[config.mk]
export PLATFORM = sky130hd
export DESIGN_NAME = exc_entry_seq
export DESIGN_NICKNAME = d
export VERILOG_FILES = /design/src/rtl/exc_entry_pkg.sv /design/src/rtl/exc_vector_sel.sv /design/src/rtl/exc_msr_xform.sv /design/src/rtl/exc_entry_seq.sv
export SDC_FILE = /design/constraint.sdc
export NUM_CORES = 1
export LEC_CHECK = 0
export ABC_AREA = 1
export BUFFER_PORTS_ARGS = -buffer_cell sky130_fd_sc_hd__buf_4
export CORE_MARGIN = 5
export CORE_UTILIZATION = 43
export CTS_CLUSTER_DIAMETER = 60
export DETAILED_ROUTE_END_ITERATION = 16
export PLACE_DENSITY = 0.81
export SYNTH_ARGS = -nofsm -noshare
export SYNTH_HDL_FRONTEND = slang
export SYNTH_SLANG_ARGS = --single-unit
[constraint.sdc]
create_clock -name clk -period 2 [get_ports clk]
set_clock_uncertainty 0.15 [all_clocks]
set_input_delay 0.6 -clock clk [delete_from_list [all_inputs] [get_ports clk]]
set_output_delay 0.6 -clock clk [all_outputs]
set_load 0.005 [all_outputs]
[src/rtl/exc_entry_pkg.sv]
package exc_entry_pkg;

    localparam int unsigned XLEN = 32;

    typedef enum logic [2:0] {
        CAUSE_EXT   = 3'd0,
        CAUSE_DEC   = 3'd1,
        CAUSE_SMI   = 3'd2,
        CAUSE_TRAP  = 3'd3,
        CAUSE_SYSC  = 3'd4,
        CAUSE_DSTOR = 3'd5,
        CAUSE_ISTOR = 3'd6,
        CAUSE_BAD   = 3'd7
    } cause_e;

    localparam int unsigned BIT_LE  = 0;
    localparam int unsigned BIT_IP  = 6;
    localparam int unsigned BIT_EE  = 15;
    localparam int unsigned BIT_ILE = 16;

    localparam logic [XLEN-1:0] SAVE_MASK  = 32'h0000_FF73;
    localparam logic [XLEN-1:0] TRAP_FLAG  = 32'h0002_0000;
    localparam logic [XLEN-1:0] CLEAR_MASK = 32'h0004_EF32;
    localparam logic [XLEN-1:0] HIGH_BASE  = 32'hFFF0_0000;

    typedef struct packed {
        logic [XLEN-1:0] srr0;
        logic [XLEN-1:0] srr1;
        logic [XLEN-1:0] msr;
        logic [XLEN-1:0] pc;
        logic            fatal;
        logic            done;
    } entry_state_t;

endpackage

[src/rtl/exc_vector_sel.sv]
module exc_vector_sel
    import exc_entry_pkg::*;
(
    input  logic [2:0]  cause_i,
    input  logic        ee_i,
    output logic [15:0] offset_o,
    output logic        known_o,
    output logic        take_o,
    output logic        trap_o
);
    logic maskable;

    always_comb begin
        offset_o = 16'h0000;
        known_o  = 1'b1;
        maskable = 1'b0;
        unique case (cause_e'(cause_i))
            CAUSE_EXT:   begin offset_o = 16'h0500; maskable = 1'b1; end
            CAUSE_DEC:   begin offset_o = 16'h0900; maskable = 1'b1; end
            CAUSE_SMI:   begin offset_o = 16'h1400; maskable = 1'b1; end
            CAUSE_TRAP:  offset_o = 16'h0700;
            CAUSE_SYSC:  offset_o = 16'h0C00;
            CAUSE_DSTOR: offset_o = 16'h0300;
            CAUSE_ISTOR: offset_o = 16'h0400;
            default:     known_o  = 1'b0;
        endcase
        take_o = known_o && (!maskable || ee_i);
        trap_o = (cause_e'(cause_i) == CAUSE_TRAP);
    end

endmodule

[src/rtl/exc_msr_xform.sv]
module exc_msr_xform
    import exc_entry_pkg::*;
(
    input  logic [XLEN-1:0] msr_i,
    input  logic            trap_i,
    output logic [XLEN-1:0] msr_new_o,
    output logic [XLEN-1:0] save_o
);
    always_comb begin
        save_o = msr_i & SAVE_MASK;
        if (trap_i) begin
            save_o = save_o | TRAP_FLAG;
        end
        msr_new_o         = msr_i & ~CLEAR_MASK;
        msr_new_o[BIT_LE] = msr_i[BIT_ILE];
    end

endmodule

[src/rtl/exc_entry_seq.sv]
module exc_entry_seq
    import exc_entry_pkg::*;
#(
    parameter logic [31:0] RESET_PC  = 32'hFFF0_0100,
    parameter logic [31:0] RESET_MSR = 32'h0000_0040
) (
    input  logic        clk,
    input  logic        rst_n,
    input  logic        req_valid_i,
    input  logic [2:0]  cause_i,
    input  logic [31:0] msr_i,
    input  logic [31:0] cur_pc_i,
    input  logic [31:0] next_pc_i,
    output logic [31:0] srr0_o,
    output logic [31:0] srr1_o,
    output logic [31:0] msr_o,
    output logic [31:0] pc_o,
    output logic        done_o,
    output logic        fatal_o
);
    entry_state_t    st_d, st_q;
    logic [15:0]     vec_off;
    logic            known, take, trap;
    logic [XLEN-1:0] msr_new, save_word, vec_base;

    exc_vector_sel u_vsel (
        .cause_i  (cause_i),
        .ee_i     (msr_i[BIT_EE]),
        .offset_o (vec_off),
        .known_o  (known),
        .take_o   (take),
        .trap_o   (trap)
    );

    exc_msr_xform u_xform (
        .msr_i     (msr_i),
        .trap_i    (trap),
        .msr_new_o (msr_new),
        .save_o    (save_word)
    );

    always_comb begin
        vec_base = msr_i[BIT_IP] ? HIGH_BASE : '0;
        st_d      = st_q;
        st_d.done = req_valid_i;
        if (req_valid_i) begin
            if (!known) begin
                st_d.fatal = 1'b1;
            end else if (take) begin
                st_d.srr0 = trap ? cur_pc_i : next_pc_i;
                st_d.srr1 = save_word;
                st_d.msr  = msr_new;
                st_d.pc   = vec_base | {16'h0000, vec_off};
            end
        end
    end

    always_ff @(posedge clk) begin
        if (!rst_n) begin
            st_q.srr0  <= '0;
            st_q.srr1  <= '0;
            st_q.msr   <= RESET_MSR;
            st_q.pc    <= RESET_PC;
            st_q.fatal <= 1'b0;
            st_q.done  <= 1'b0;
        end else begin
            st_q <= st_d;
        end
    end

    assign srr0_o  = st_q.srr0;
    assign srr1_o  = st_q.srr1;
    assign msr_o   = st_q.msr;
    assign pc_o    = st_q.pc;
    assign done_o  = st_q.done;
    assign fatal_o = st_q.fatal;

    AST_FATAL_STICKY: assert property (@(posedge clk) disable iff (!rst_n)
        fatal_o |=> fatal_o);
    AST_BAD_CAUSE_FLAGS: assert property (@(posedge clk) disable iff (!rst_n)
        (req_valid_i && cause_i == 3'd7) |=> (fatal_o && $stable(pc_o) && $stable(msr_o)));
    AST_DONE_FOLLOWS_REQ: assert property (@(posedge clk) disable iff (!rst_n)
        req_valid_i |=> done_o);
    AST_DONE_IDLE: assert property (@(posedge clk) disable iff (!rst_n)
        !req_valid_i |=> !done_o);
    AST_MASKED_HOLD: assert property (@(posedge clk) disable iff (!rst_n)
        (req_valid_i && cause_i <= 3'd2 && !msr_i[15]) |=> ($stable(pc_o) && $stable(srr0_o) && $stable(srr1_o)));
    AST_LE_COPY: assert property (@(posedge clk) disable iff (!rst_n)
        !$stable(msr_o) |-> (msr_o[0] == msr_o[16]));
    AST_VECTOR_ALIGN: assert property (@(posedge clk) disable iff (!rst_n)
        (pc_o[7:0] == 8'h00) && (pc_o[19:16] == 4'h0));
    AST_EE_CLEARED: assert property (@(posedge clk) disable iff (!rst_n)
        (req_valid_i && cause_i >= 3'd3 && cause_i <= 3'd6) |=> !msr_o[15]);

endmodule

==> flow_summary.toml <==
[outcome]
status = "finished, final reports clean"

[global_routing]
grt_pass1_vias = 3410
overflow = 0
grt_pass1_wl_mm = 15.7
grt_max_degree = 64
grt_usage_pct = 18.5
antenna_found_initial = 0

[worst_setup_path]
worst-path-stages = 1
cp.arrival_ns = 1.10
cpPeakStageDelay_ns = 0.57
timing_worst_setup_path_type = "reg -> out"
critical-path-slowest-cell = "dfxtp_1"
crit_path_start_kind = "flip-flop"
r2r.worst_path.cells = 2
rrSetupSlack_ns = 1.02
crit_chain = "buf_4"
crit_buf_inv = 1
timing.rr.start = "msr_o[6]"
crit_fanout = 14
required_ns = 1.25
critical-path-top-delay-family = "flip-flops"
cp-end-kind = "output pin"
r2r-end = "msr_o[6]"

[cts]
cts_setup_buffers = 0
postCtsResizedCells = 0
cts-htree-levels = 3
cts_hold_buf = 0
root_buffer = "clkbuf_8"
cts_tree = "done"
clock_latency_ns = 0.33
cts_buffers = 9
clkTransAtPathRegs_ns = 0.08
cts_buffer_depth = 2
cts.sinks = 72

[power]
power_frac_comb_pct = 21.9
power_switching_share_pct = 28.1
seqPwrFrac_pct = 45.4
p_leak_nw = 2.75
p_switching_mw = 0.988
power.density_mw_per_mm2 = 687
internal_power_mw = 2.52
ir_drop_uv = 395
pwr-share-clk_pct = 32.6
p_total_mw = 3.51

[sta]
period_needed_ns = 1.85
setup_viol = 0
min_period_over_period_pct = 92.6
slew_viol_final = 0
setup-tns-final_ns = 0
rsz0062_at_grt = "no"
fmax_mhz = 540
finalHoldViolCount = 0
hold_slack_ns = 0.312

[detailed_routing]
drtIter0Drc = 126
wirelength_mm = 10.3
dr.pass1.iters = 4
viasPerCell = 4.57
ant_nets = 0
wl_per_cell_um = 12.4
drc = 0
num_vias = 3795

[yosys]
synth_top_area_share_pct = 39.1
yosys_warnings = 0
synthesis.area_mm2 = 0.00369
ys_ff_latch = 72
synth.area.top_cells = "dfxtp_1 39%, nand2_1 21%, buf_4 13%, nor2_1 6.8%, nand4_1 5.4%"
synth_seq_area_share_pct = 39.1
syn_avg_cell_area_um2 = 6.57
synthCells = 562
ys_types = 16
synth_top_area_cell = "dfxtp_1"

[cells_and_area]
finalNonFillerCells = 831
syn2layout_area_growth_pct = 38.4
drive_above_1_share_pct = 29.8
nNetsFinal = 823
diodes = 0
final_common_cell = "nand2_1"
layout.cells.most_common_list = "204 x nand2_1, 195 x buf_4, 72 x dfxtp_1, 67 x nor2_1, 44 x conb_1"
fillers = 777

[die]
start_util_pct = 44.5
rows = 33
core_area_mm2 = 0.00830
dieArea_mm2 = 0.0105
die_h_um = 103
die_w_um = 103
ioPinCount = 232

[placement]
io_buffers = 186
dp_cells = 815
gp_congestion = 0.820
hpwl_mm = 7.80

[worst_hold_path]
worstHoldStart = "fatal_o"
holdPathEnd = "fatal_o"
hold_class = "reg -> reg"
min_path_cells = 2

[job]
maxCapViolations = 0
[synth_stat cells]
cell type	n
conb_1	1
nand4_1	32
a21oi_1	36
nor3_1	1
inv_1	40
nand2_1	204
dfxtp_1	72
clkbuf_1	19
nor2_1	67
inv_2	1
nand3_1	7
nand3_2	2
buf_2	9
o21ai_0	5
clkinv_1	1
buf_4	65
[kinds of logic after synthesis]
logic type,share of synthesized area (%)
buffers and inverters,20.7
flip-flops,39.1
AO/OA/AOI/OAI,5.56
AND/OR/NAND/NOR,34.6
other,0.102
[cell type report]
type	instances	area, µm²	share of cell area, %
multi-input combinational	398	1660	32.4
timing repair buffer	198	1520	29.8
sequential	72	1440	28.2
inverter	42	158	3.09
tap	105	131	2.57
clock buffer	10	128	2.50
clock inverter	6	68.8	1.35
[worst register-to-register path: stages (launching register included)]
cell and delay [ns]:
dfxtp_1 0.57, nand2_1 0.11, nand3_1 0.09
[power groups by stage]
| stage | Sequential (mW) | Clock (mW) | Combinational (mW) |
|---|---|---|---|
| detailed placement | 1.63 | 0 | 0.773 |
| global route | 1.61 | 1.26 | 0.863 |
| global placement | 1.62 | 0 | 0.755 |
| CTS | 1.60 | 1.19 | 0.776 |
| floorplan | 1.63 | 0 | 0.432 |
| finish | 1.59 | 1.14 | 0.770 |
[per-stage QoR]
| stage | instance area (µm²) | worst slack, ns | util, % |
|---|---|---|---|
| after detailed placement | 4910 | 0.156 | 59.2 |
| final | 5110 | 0.148 | 61.5 |
| after global routing | 5110 | 0.0400 | 61.5 |
| after CTS | 5110 | 0.120 | 61.5 |
| after global placement | 4910 | 0.213 | 59.2 |
| after floorplan | 3850 | 0.242 | - |
[sequential cells by signal (all words and copies together) (netlist names)]
register / count
done_o: 1
fatal_o: 1
msr_o: 20
pc_o: 5
srr0_o: 32
srr1_o: 13
[worst max-delay path by stage]
stage | start | to
after CTS | msr_o[6] | pc_o[29]
after global routing | msr_o[6] | pc_o[30]
after detailed placement | cause_i[1] | msr_o[23]
after global placement | cause_i[2] | srr1_o[6]
after floorplan | cause_i[0] | srr0_o[22]
final | msr_o[6] | pc_o[29]
[routing by layer]
layer	track usage [%]	wire, µm	vias up	part of all wire (%)
met5	0	0	-	0
met4	6.16	105	0	1.0
met3	7.71	1290	10	12
met2	32.0	5300	161	51
met1	20.6	3640	1678	35
li1	-	-	1946	-
No activity file was read; power rests on OpenSTA's default activity.
